<file path="config.mk">
export PLATFORM = sky130hd
export DESIGN_NAME = vecIntController
export DESIGN_NICKNAME = d
export VERILOG_FILES = /design/src/rtl/vecIntPkg.sv /design/src/rtl/intDatapath.sv /design/src/rtl/intControl.sv /design/src/rtl/vecIntController.sv
export SDC_FILE = /design/constraint.sdc
export NUM_CORES = 1
export LEC_CHECK = 0
export ABC_AREA = 1
export BUFFER_PORTS_ARGS = -buffer_cell sky130_fd_sc_hd__buf_2
export CAP_MARGIN = 20
export CORE_ASPECT_RATIO = 0.5
export CORE_MARGIN = 10
export CORE_UTILIZATION = 60
export DETAILED_ROUTE_END_ITERATION = 8
export GPL_TIMING_DRIVEN = 0
export HOLD_SLACK_MARGIN = 0.05
export PLACE_DENSITY = 0.78
export SYNTH_ARGS = -nofsm -noshare
export SYNTH_HDL_FRONTEND = slang
export SYNTH_SLANG_ARGS = --single-unit
</file>
<file path="constraint.sdc">
create_clock -name clk -period 73.2 [get_ports clk]
set_clock_uncertainty 0.1 [all_clocks]
set_input_delay 3.66 -clock clk [delete_from_list [all_inputs] [get_ports clk]]
set_output_delay 3.66 -clock clk [all_outputs]
set_load 0.01 [all_outputs]
</file>
<file path="src/rtl/vecIntPkg.sv">
package vecIntPkg;
  localparam int ADDR_W = 6;
  localparam int DATA_W = 16;
  localparam logic [ADDR_W-1:0] FLAG_BASE = 6'h00;
  localparam logic [ADDR_W-1:0] EN_BASE   = 6'h08;
  localparam logic [ADDR_W-1:0] PRI_BASE  = 6'h10;
  localparam logic [ADDR_W-1:0] PRI_END   = 6'h30;
  localparam logic [ADDR_W-1:0] CFG_ADDR  = 6'h30;
  localparam logic [ADDR_W-1:0] LVL_ADDR  = 6'h31;
  localparam logic [ADDR_W-1:0] STAT_ADDR = 6'h32;

  typedef struct packed {
    logic       wrFlag;
    logic       wrEn;
    logic       wrPri;
    logic       wrCfg;
    logic [4:0] idx;
  } regStrobe_t;
endpackage

</file>
<file path="src/rtl/intDatapath.sv">
module intDatapath
  import vecIntPkg::*;
#(
  parameter int          NUM_SRC    = 64,
  parameter logic [15:0] VEC_BASE   = 16'h0014,
  parameter logic [15:0] ALT_OFFSET = 16'h0100
) (
  input  logic               clk,
  input  logic               rstN,
  input  logic [NUM_SRC-1:0] srcPulse,
  input  regStrobe_t         strobe,
  input  logic [ADDR_W-1:0]  regAddr,
  input  logic [DATA_W-1:0]  regWdata,
  output logic [DATA_W-1:0]  dpRdata,
  output logic [6:0]         statusVec,
  output logic [3:0]         statusLvl,
  output logic               statusValid,
  output logic               nstDis,
  output logic [15:0]        vecAddr
);
  localparam int PRI_W = 3;

  logic [NUM_SRC-1:0] flagQ, enQ;
  logic [PRI_W-1:0]   priQ [NUM_SRC];
  logic               altSel;
  logic [PRI_W-1:0]   winPri;
  logic [6:0]         winVec;
  logic [4:0]         priIdx;

  always_ff @(posedge clk) begin
    if (!rstN) begin
      flagQ  <= '0;
      enQ    <= '0;
      altSel <= 1'b0;
      nstDis <= 1'b0;
      for (int n = 0; n < NUM_SRC; n++) priQ[n] <= '0;
    end else begin
      for (int n = 0; n < NUM_SRC; n++) begin
        if (srcPulse[n])
          flagQ[n] <= 1'b1;
        else if (strobe.wrFlag && int'(strobe.idx) == n / 16)
          flagQ[n] <= regWdata[n % 16];
        if (strobe.wrEn && int'(strobe.idx) == n / 16)
          enQ[n] <= regWdata[n % 16];
        if (strobe.wrPri && int'(strobe.idx) == n / 4)
          priQ[n] <= regWdata[4*(n%4) +: PRI_W];
      end
      if (strobe.wrCfg) begin
        altSel <= regWdata[0];
        nstDis <= regWdata[1];
      end
    end
  end

  // Arbitration: strict greater-than keeps the lowest number on ties
  // and excludes priority 0.
  always_comb begin
    winPri = '0;
    winVec = '0;
    for (int n = 0; n < NUM_SRC; n++) begin
      if (flagQ[n] && enQ[n] && priQ[n] > winPri) begin
        winPri = priQ[n];
        winVec = 7'(n);
      end
    end
  end

  always_ff @(posedge clk) begin
    if (!rstN) begin
      statusVec   <= '0;
      statusLvl   <= '0;
      statusValid <= 1'b0;
    end else begin
      statusVec   <= winVec;
      statusLvl   <= {1'b0, winPri};
      statusValid <= (winPri != '0);
    end
  end

  assign vecAddr = VEC_BASE + 16'({statusVec, 1'b0}) + (altSel ? ALT_OFFSET : 16'h0000);

  assign priIdx = 5'(regAddr - PRI_BASE);

  always_comb begin
    dpRdata = '0;
    if (regAddr[5:3] == FLAG_BASE[5:3]) begin
      for (int n = 0; n < NUM_SRC; n++)
        if (n / 16 == int'(regAddr[2:0])) dpRdata[n % 16] = flagQ[n];
    end else if (regAddr[5:3] == EN_BASE[5:3]) begin
      for (int n = 0; n < NUM_SRC; n++)
        if (n / 16 == int'(regAddr[2:0])) dpRdata[n % 16] = enQ[n];
    end else if (regAddr >= PRI_BASE && regAddr < PRI_END) begin
      for (int n = 0; n < NUM_SRC; n++)
        if (n / 4 == int'(priIdx)) dpRdata[4*(n%4) +: PRI_W] = priQ[n];
    end else if (regAddr == CFG_ADDR) begin
      dpRdata = {14'b0, nstDis, altSel};
    end else if (regAddr == STAT_ADDR) begin
      dpRdata = {4'b0, statusLvl, 1'b0, statusVec};
    end
  end

  localparam logic [NUM_SRC-1:0] ONE = NUM_SRC'(1);

  AST_FLAG_STICKY: assert property (@(posedge clk) disable iff (!rstN)
    !$past(strobe.wrFlag) |-> ((flagQ & $past(flagQ)) == $past(flagQ)));
  AST_HW_SET_WINS: assert property (@(posedge clk) disable iff (!rstN)
    ((flagQ & $past(srcPulse)) == $past(srcPulse)));
  AST_WIN_ELIGIBLE: assert property (@(posedge clk) disable iff (!rstN)
    statusValid |-> |($past(flagQ & enQ) & (ONE << statusVec)));
  AST_STATUS_IDLE: assert property (@(posedge clk) disable iff (!rstN)
    !$past(|(flagQ & enQ)) |-> !statusValid);
endmodule

</file>
<file path="src/rtl/intControl.sv">
module intControl
  import vecIntPkg::*;
#(
  parameter int STACK_DEPTH = 8
) (
  input  logic              clk,
  input  logic              rstN,
  input  logic [ADDR_W-1:0] regAddr,
  input  logic              regWe,
  input  logic [2:0]        lvlWdata,
  input  logic              intAck,
  input  logic              intRet,
  input  logic [3:0]        statusLvl,
  input  logic              nstDis,
  output regStrobe_t        strobe,
  output logic [2:0]        cpuLevel,
  output logic              irqReq
);
  localparam int PTR_W   = (STACK_DEPTH > 1) ? $clog2(STACK_DEPTH) : 1;
  localparam int DEPTH_W = $clog2(STACK_DEPTH + 1);

  logic [2:0]         stackMem [STACK_DEPTH];
  logic [DEPTH_W-1:0] depth, topIdx;
  logic               ackTake, retTake, lvlWrite;

  always_comb begin
    strobe.wrFlag = regWe && regAddr[5:3] == FLAG_BASE[5:3];
    strobe.wrEn   = regWe && regAddr[5:3] == EN_BASE[5:3];
    strobe.wrPri  = regWe && regAddr >= PRI_BASE && regAddr < PRI_END;
    strobe.wrCfg  = regWe && regAddr == CFG_ADDR;
    strobe.idx    = (regAddr >= PRI_BASE) ? 5'(regAddr - PRI_BASE) : {2'b0, regAddr[2:0]};
  end

  assign irqReq   = {1'b0, cpuLevel} < statusLvl;
  assign ackTake  = intAck && irqReq;
  assign retTake  = intRet && !ackTake && depth != '0;
  assign lvlWrite = regWe && regAddr == LVL_ADDR;
  assign topIdx   = depth - 1'b1;

  always_ff @(posedge clk) begin
    if (!rstN) begin
      cpuLevel <= '0;
      depth    <= '0;
    end else if (ackTake) begin
      if (depth < DEPTH_W'(STACK_DEPTH)) depth <= depth + 1'b1;
      cpuLevel <= nstDis ? 3'd7 : statusLvl[2:0];
    end else if (retTake) begin
      depth    <= topIdx;
      cpuLevel <= stackMem[topIdx[PTR_W-1:0]];
    end else if (lvlWrite) begin
      cpuLevel <= lvlWdata;
    end
  end

  always_ff @(posedge clk) begin
    if (ackTake && depth < DEPTH_W'(STACK_DEPTH))
      stackMem[depth[PTR_W-1:0]] <= cpuLevel;
  end

  AST_ACK_RAISE: assert property (@(posedge clk) disable iff (!rstN)
    $past(ackTake && !nstDis) |-> cpuLevel == $past(statusLvl[2:0]));
  AST_NEST_BLOCK: assert property (@(posedge clk) disable iff (!rstN)
    $past(ackTake && nstDis) |-> cpuLevel == 3'd7);
  AST_RET_POP: assert property (@(posedge clk) disable iff (!rstN)
    $past(retTake) |-> depth == $past(depth) - 1'b1);
  AST_ACK_IGNORED: assert property (@(posedge clk) disable iff (!rstN)
    $past(intAck && !irqReq && !intRet && !lvlWrite) |-> $stable(cpuLevel));
endmodule

</file>
<file path="src/rtl/vecIntController.sv">
module vecIntController
  import vecIntPkg::*;
#(
  parameter int          NUM_SRC     = 64,
  parameter int          STACK_DEPTH = 8,
  parameter logic [15:0] VEC_BASE    = 16'h0014,
  parameter logic [15:0] ALT_OFFSET  = 16'h0100
) (
  input  logic               clk,
  input  logic               rstN,
  input  logic [NUM_SRC-1:0] srcPulse,
  input  logic [5:0]         regAddr,
  input  logic               regWe,
  input  logic [15:0]        regWdata,
  output logic [15:0]        regRdata,
  input  logic               intAck,
  input  logic               intRet,
  output logic               irqReq,
  output logic [15:0]        vecAddr
);
  regStrobe_t  strobe;
  logic [15:0] dpRdata;
  logic [6:0]  statusVec;
  logic [3:0]  statusLvl;
  logic        statusValid, nstDis;
  logic [2:0]  cpuLevel;

  intControl #(.STACK_DEPTH(STACK_DEPTH)) uCtl (
    .clk(clk), .rstN(rstN), .regAddr(regAddr), .regWe(regWe),
    .lvlWdata(regWdata[2:0]), .intAck(intAck), .intRet(intRet),
    .statusLvl(statusLvl), .nstDis(nstDis), .strobe(strobe),
    .cpuLevel(cpuLevel), .irqReq(irqReq)
  );

  intDatapath #(.NUM_SRC(NUM_SRC), .VEC_BASE(VEC_BASE), .ALT_OFFSET(ALT_OFFSET)) uDp (
    .clk(clk), .rstN(rstN), .srcPulse(srcPulse), .strobe(strobe),
    .regAddr(regAddr), .regWdata(regWdata), .dpRdata(dpRdata),
    .statusVec(statusVec), .statusLvl(statusLvl), .statusValid(statusValid),
    .nstDis(nstDis), .vecAddr(vecAddr)
  );

  assign regRdata = (regAddr == LVL_ADDR) ? {13'b0, cpuLevel} : dpRdata;

  AST_REQ_VALID: assert property (@(posedge clk) disable iff (!rstN)
    irqReq |-> statusValid && !vecAddr[0] && vecAddr >= VEC_BASE);
endmodule

</file>
==> summary.md <==
| Metric | Value |
|---|---|
| Status | `complete, no violations` |
| Peak supply drop | `18.7 uV` |
| GR Util All Layers | `36.6%` |
| Crit share post-route | `90.8%` |
| Dpl hpwl | `72,800 microns` |
| DP Cell Count | `3,750` |
| CTS tree | `done` |
| Maximum fanout along the worst path | `10` |
| Worst EP required | `73.53 ns` |
| Initial Utilization | `61.1%` |
| Final Setup Violations | `0` |
| Layout cells sized above 1 | `17.0%` |
| CP startpoint kind | `register` |
| IO Count | `124` |
| Mapped Cells | `3,093` |
| Vias/cell | `6.23` |
| Pre-CTS setup slack | `4.40 ns` |
| CP Class | `register to register` |
| Largest cells by area after synthesis | `edfxtp_1, dfxtp_1, nand2_1` |
| Die width | `302 microns` |
| Post-synthesis average cell area | `7.71 sq um` |
| YS warnings | `0` |
| Synth Register Bits | `362` |
| Sequential-to-total area share from yosys stat | `39.5%` |
| Non-filler cells, final | `3,815` |
| Antenna Diode Count | `0` |
| Max cap viols | `0` |
| Synthesis-to-layout area growth | `10.3%` |
| DRT Pass-1 Iters | `6` |
| Post-Synthesis Cell Area | `0.0238 sq mm` |
| Initial antenna violation count | `3` |
| Largest net degree at the start of global routing | `16` |
| Sum Neg Setup Slack | `0 ns` |
| Worst-Margin Slew | `1.17 ns` |
| Critical Path Slowest Stage Cell | `dfxtp_1` |
| Hold WS | `0.372 ns` |
| Hold Path Class | `register to register` |
| Grt ovf | `0` |
| Core ar. | `0.0391 sq mm` |
| Die ar. | `0.0486 sq mm` |
| First-pass GRT wire length | `135,000 microns` |
| Max H-tree Level | `2` |
| Area of the multi-input gates | `0.0122 sq mm` |
| LEAKAGE | `12.0 nW` |
| Clock Tree Root | `clkbuf_16` |
| CP Data Arrival Time | `66.79 ns` |
| Setup Fix Bufs, Post-CTS | `0` |
| Post-CTS Hold Fix Bufs | `0` |
| Pwr per Cell Area | `20.3 mW/mm^2` |
| Crit path largest cell delay | `0.41 ns` |
| # DRC | `0` |
| CTS max path bufs | `3` |
| # clock sinks | `362` |
| Number of global-route vias before repair | `22,044` |
| WL/cell | `24.1 microns` |
| Antenna Nets Post-Route | `0` |
| Final hold vios | `0` |
| Slew Limit Fails | `0` |
| CP most frequent cell | `nand2_2` |
| Async SR Flop Fraction | `0%` |
| Reg area | `0.00941 sq mm` |
| Crit path time final | `66.46 ns` |
| DR vias | `23,766` |
| Fmax | `15.0 MHz` |
| Layout fillers | `3,381` |
| # resized after CTS | `0` |
| Num rows | `51` |
| Clock slew at the register clock pins of the worst setup and hold paths | `0.06 ns` |
| I/O Buffers | `110` |
| Rel. slew slack | `22.0%` |
| Routed WL | `92,100 microns` |
| Ys flop type | `edfxtp_1` |
| Unrepaired setup endpoints after global routing | `false` |
| CTS Buf Count | `36` |
| DR iter-0 viols | `3,629` |
| Die height | `161 microns` |
| Yosys top cell area share | `27.2%` |
| Gp weighted congestion | `1.06` |
| Cell taking the most area after synthesis | `edfxtp_1` |
| EDFF count, synth | `216` |
| Endpoint type of the worst setup path | `register` |
| Worst setup slack after layout | `6.74 ns` |
| Post-synth cell types | `67` |
| Final Net Count | `3,426` |
| Clk_lat worst skew | `0.54 ns` |
==> per-layer routing <==
layer / GRT usage, % / share of wire (%) / vias to the layer above
met5: 0 / 0 / -
met4: 11.6 / 3.7 / 0
met3: 11.1 / 14 / 243
met2: 54.9 / 43 / 1516
met1: 49.8 / 40 / 11178
li1: - / - / 10829
==> cell families after synthesis <==
logic type | Yosys count | share of synthesized area (%)
simple gates | 1312 | 26.8
compound gates | 781 | 20.2
buf+inv | 555 | 9.36
flops | 362 | 39.5
fa+ha+maj | 76 | 3.99
xor+xnor | 5 | 0.184
other cells | 1 | 0.0157
mux | 1 | 0.0420
==> cell type report <==
type,count,share of cell area [%]
Buffer,91,1.54
Clock buffer,42,3.64
Clock inverter,22,0.528
Inverter,464,6.95
Multi-Input combinational cell,2183,46.5
Sequential cell,362,35.8
Tap cell,530,2.52
Timing Repair Buffer,121,2.52
==> cell usage after synthesis, drive strengths merged, types with 2 or more instances <==
| cell | n |
|---|---|
| nand2 | 696 |
| inv | 437 |
| nor2 | 295 |
| a21oi | 282 |
| o21ai | 280 |
| nand3 | 236 |
| edfxtp | 216 |
| dfxtp | 146 |
| clkbuf | 79 |
| ha | 76 |
| nor3 | 45 |
| o22ai | 45 |
| o211ai | 26 |
| o221ai | 26 |
| or2 | 23 |
| clkinv | 22 |
| a211oi | 21 |
| a22oi | 19 |
| a31oi | 19 |
| a221oi | 14 |
| o31ai | 14 |
| buf | 12 |
| nand4 | 10 |
| o2111ai | 7 |
| a2111oi | 6 |
| bufinv | 5 |
| a41oi | 4 |
| nor4 | 4 |
| a22o | 3 |
| a31o | 3 |
| o32ai | 3 |
| xnor2 | 3 |
| a21boi | 2 |
| a311oi | 2 |
| and2 | 2 |
| xor2 | 2 |
==> worst paths after layout <==
check	slack (ns)	from	end	cells after the start
hold reg to reg	0.37	uDp.flagQ[9]	uDp.flagQ[9]	2
setup / recovery	6.74	uDp.flagQ[0]	uDp.statusLvl[1]	450
setup reg to reg	6.74	uDp.flagQ[0]	uDp.statusLvl[1]	450
hold / removal	0.37	uDp.flagQ[9]	uDp.flagQ[9]	2
==> critical path: cells and delay by family (launching register included) <==
kind	cells	cell delay, ns
buffers and inverters	20	1.73
adders and majority gates	63	18.19
AOI/OAI and AO/OA	107	17.89
and+or+nand+nor	260	28.01
DFF	1	0.41
==> placed cells by master, fill, tap and decap left out, drive strengths merged, types with 26 or more instances in the layout <==
| cell | synthesis | layout |
|---|---|---|
| o221ai | 26 | 26 |
| o22ai | 45 | 45 |
| edfxtp | 216 | 216 |
| buf | 12 | 133 |
| nand3 | 236 | 236 |
| clkbuf | 79 | 121 |
| dfxtp | 146 | 146 |
| o21ai | 280 | 280 |
| ha | 76 | 76 |
| inv | 437 | 439 |
| nor2 | 295 | 295 |
| nor3 | 45 | 45 |
| o211ai | 26 | 26 |
| a21oi | 282 | 282 |
| clkinv | 22 | 39 |
| nand2 | 696 | 696 |
==> registers in the layout (all words and copies together) (netlist names) <==
register,count
uDp.nstDis,1
uCtl.cpuLevel,3
uDp.enQ,64
uDp.altSel,1
uCtl.depth,4
uDp.flagQ,64
uDp.statusVec,6
uCtl.stackMem,24
uDp.priQ,192
uDp.statusLvl,3
==> per-stage QoR <==
| stage | utilization, % | power [mW] | instance area (sq um) |
|---|---|---|---|
| floorplan | - | 0.311 | 23900 |
| CTS | 67.3 | 0.527 | 26300 |
| detailed placement | 64.5 | 0.350 | 25200 |
| global placement | 64.2 | 0.347 | 25100 |
| finish | 67.4 | 0.534 | 26300 |
| global route | 67.4 | 0.550 | 26300 |
==> where the power goes <==
group,switching [mW],internal (mW),total [mW]
logic,0.0740,0.0324,0.106
registers,0.0136,0.231,0.245
clock network,0.0849,0.0978,0.183
total,0.172,0.362,0.534
Note: power is estimated with default switching activity, not from simulation.
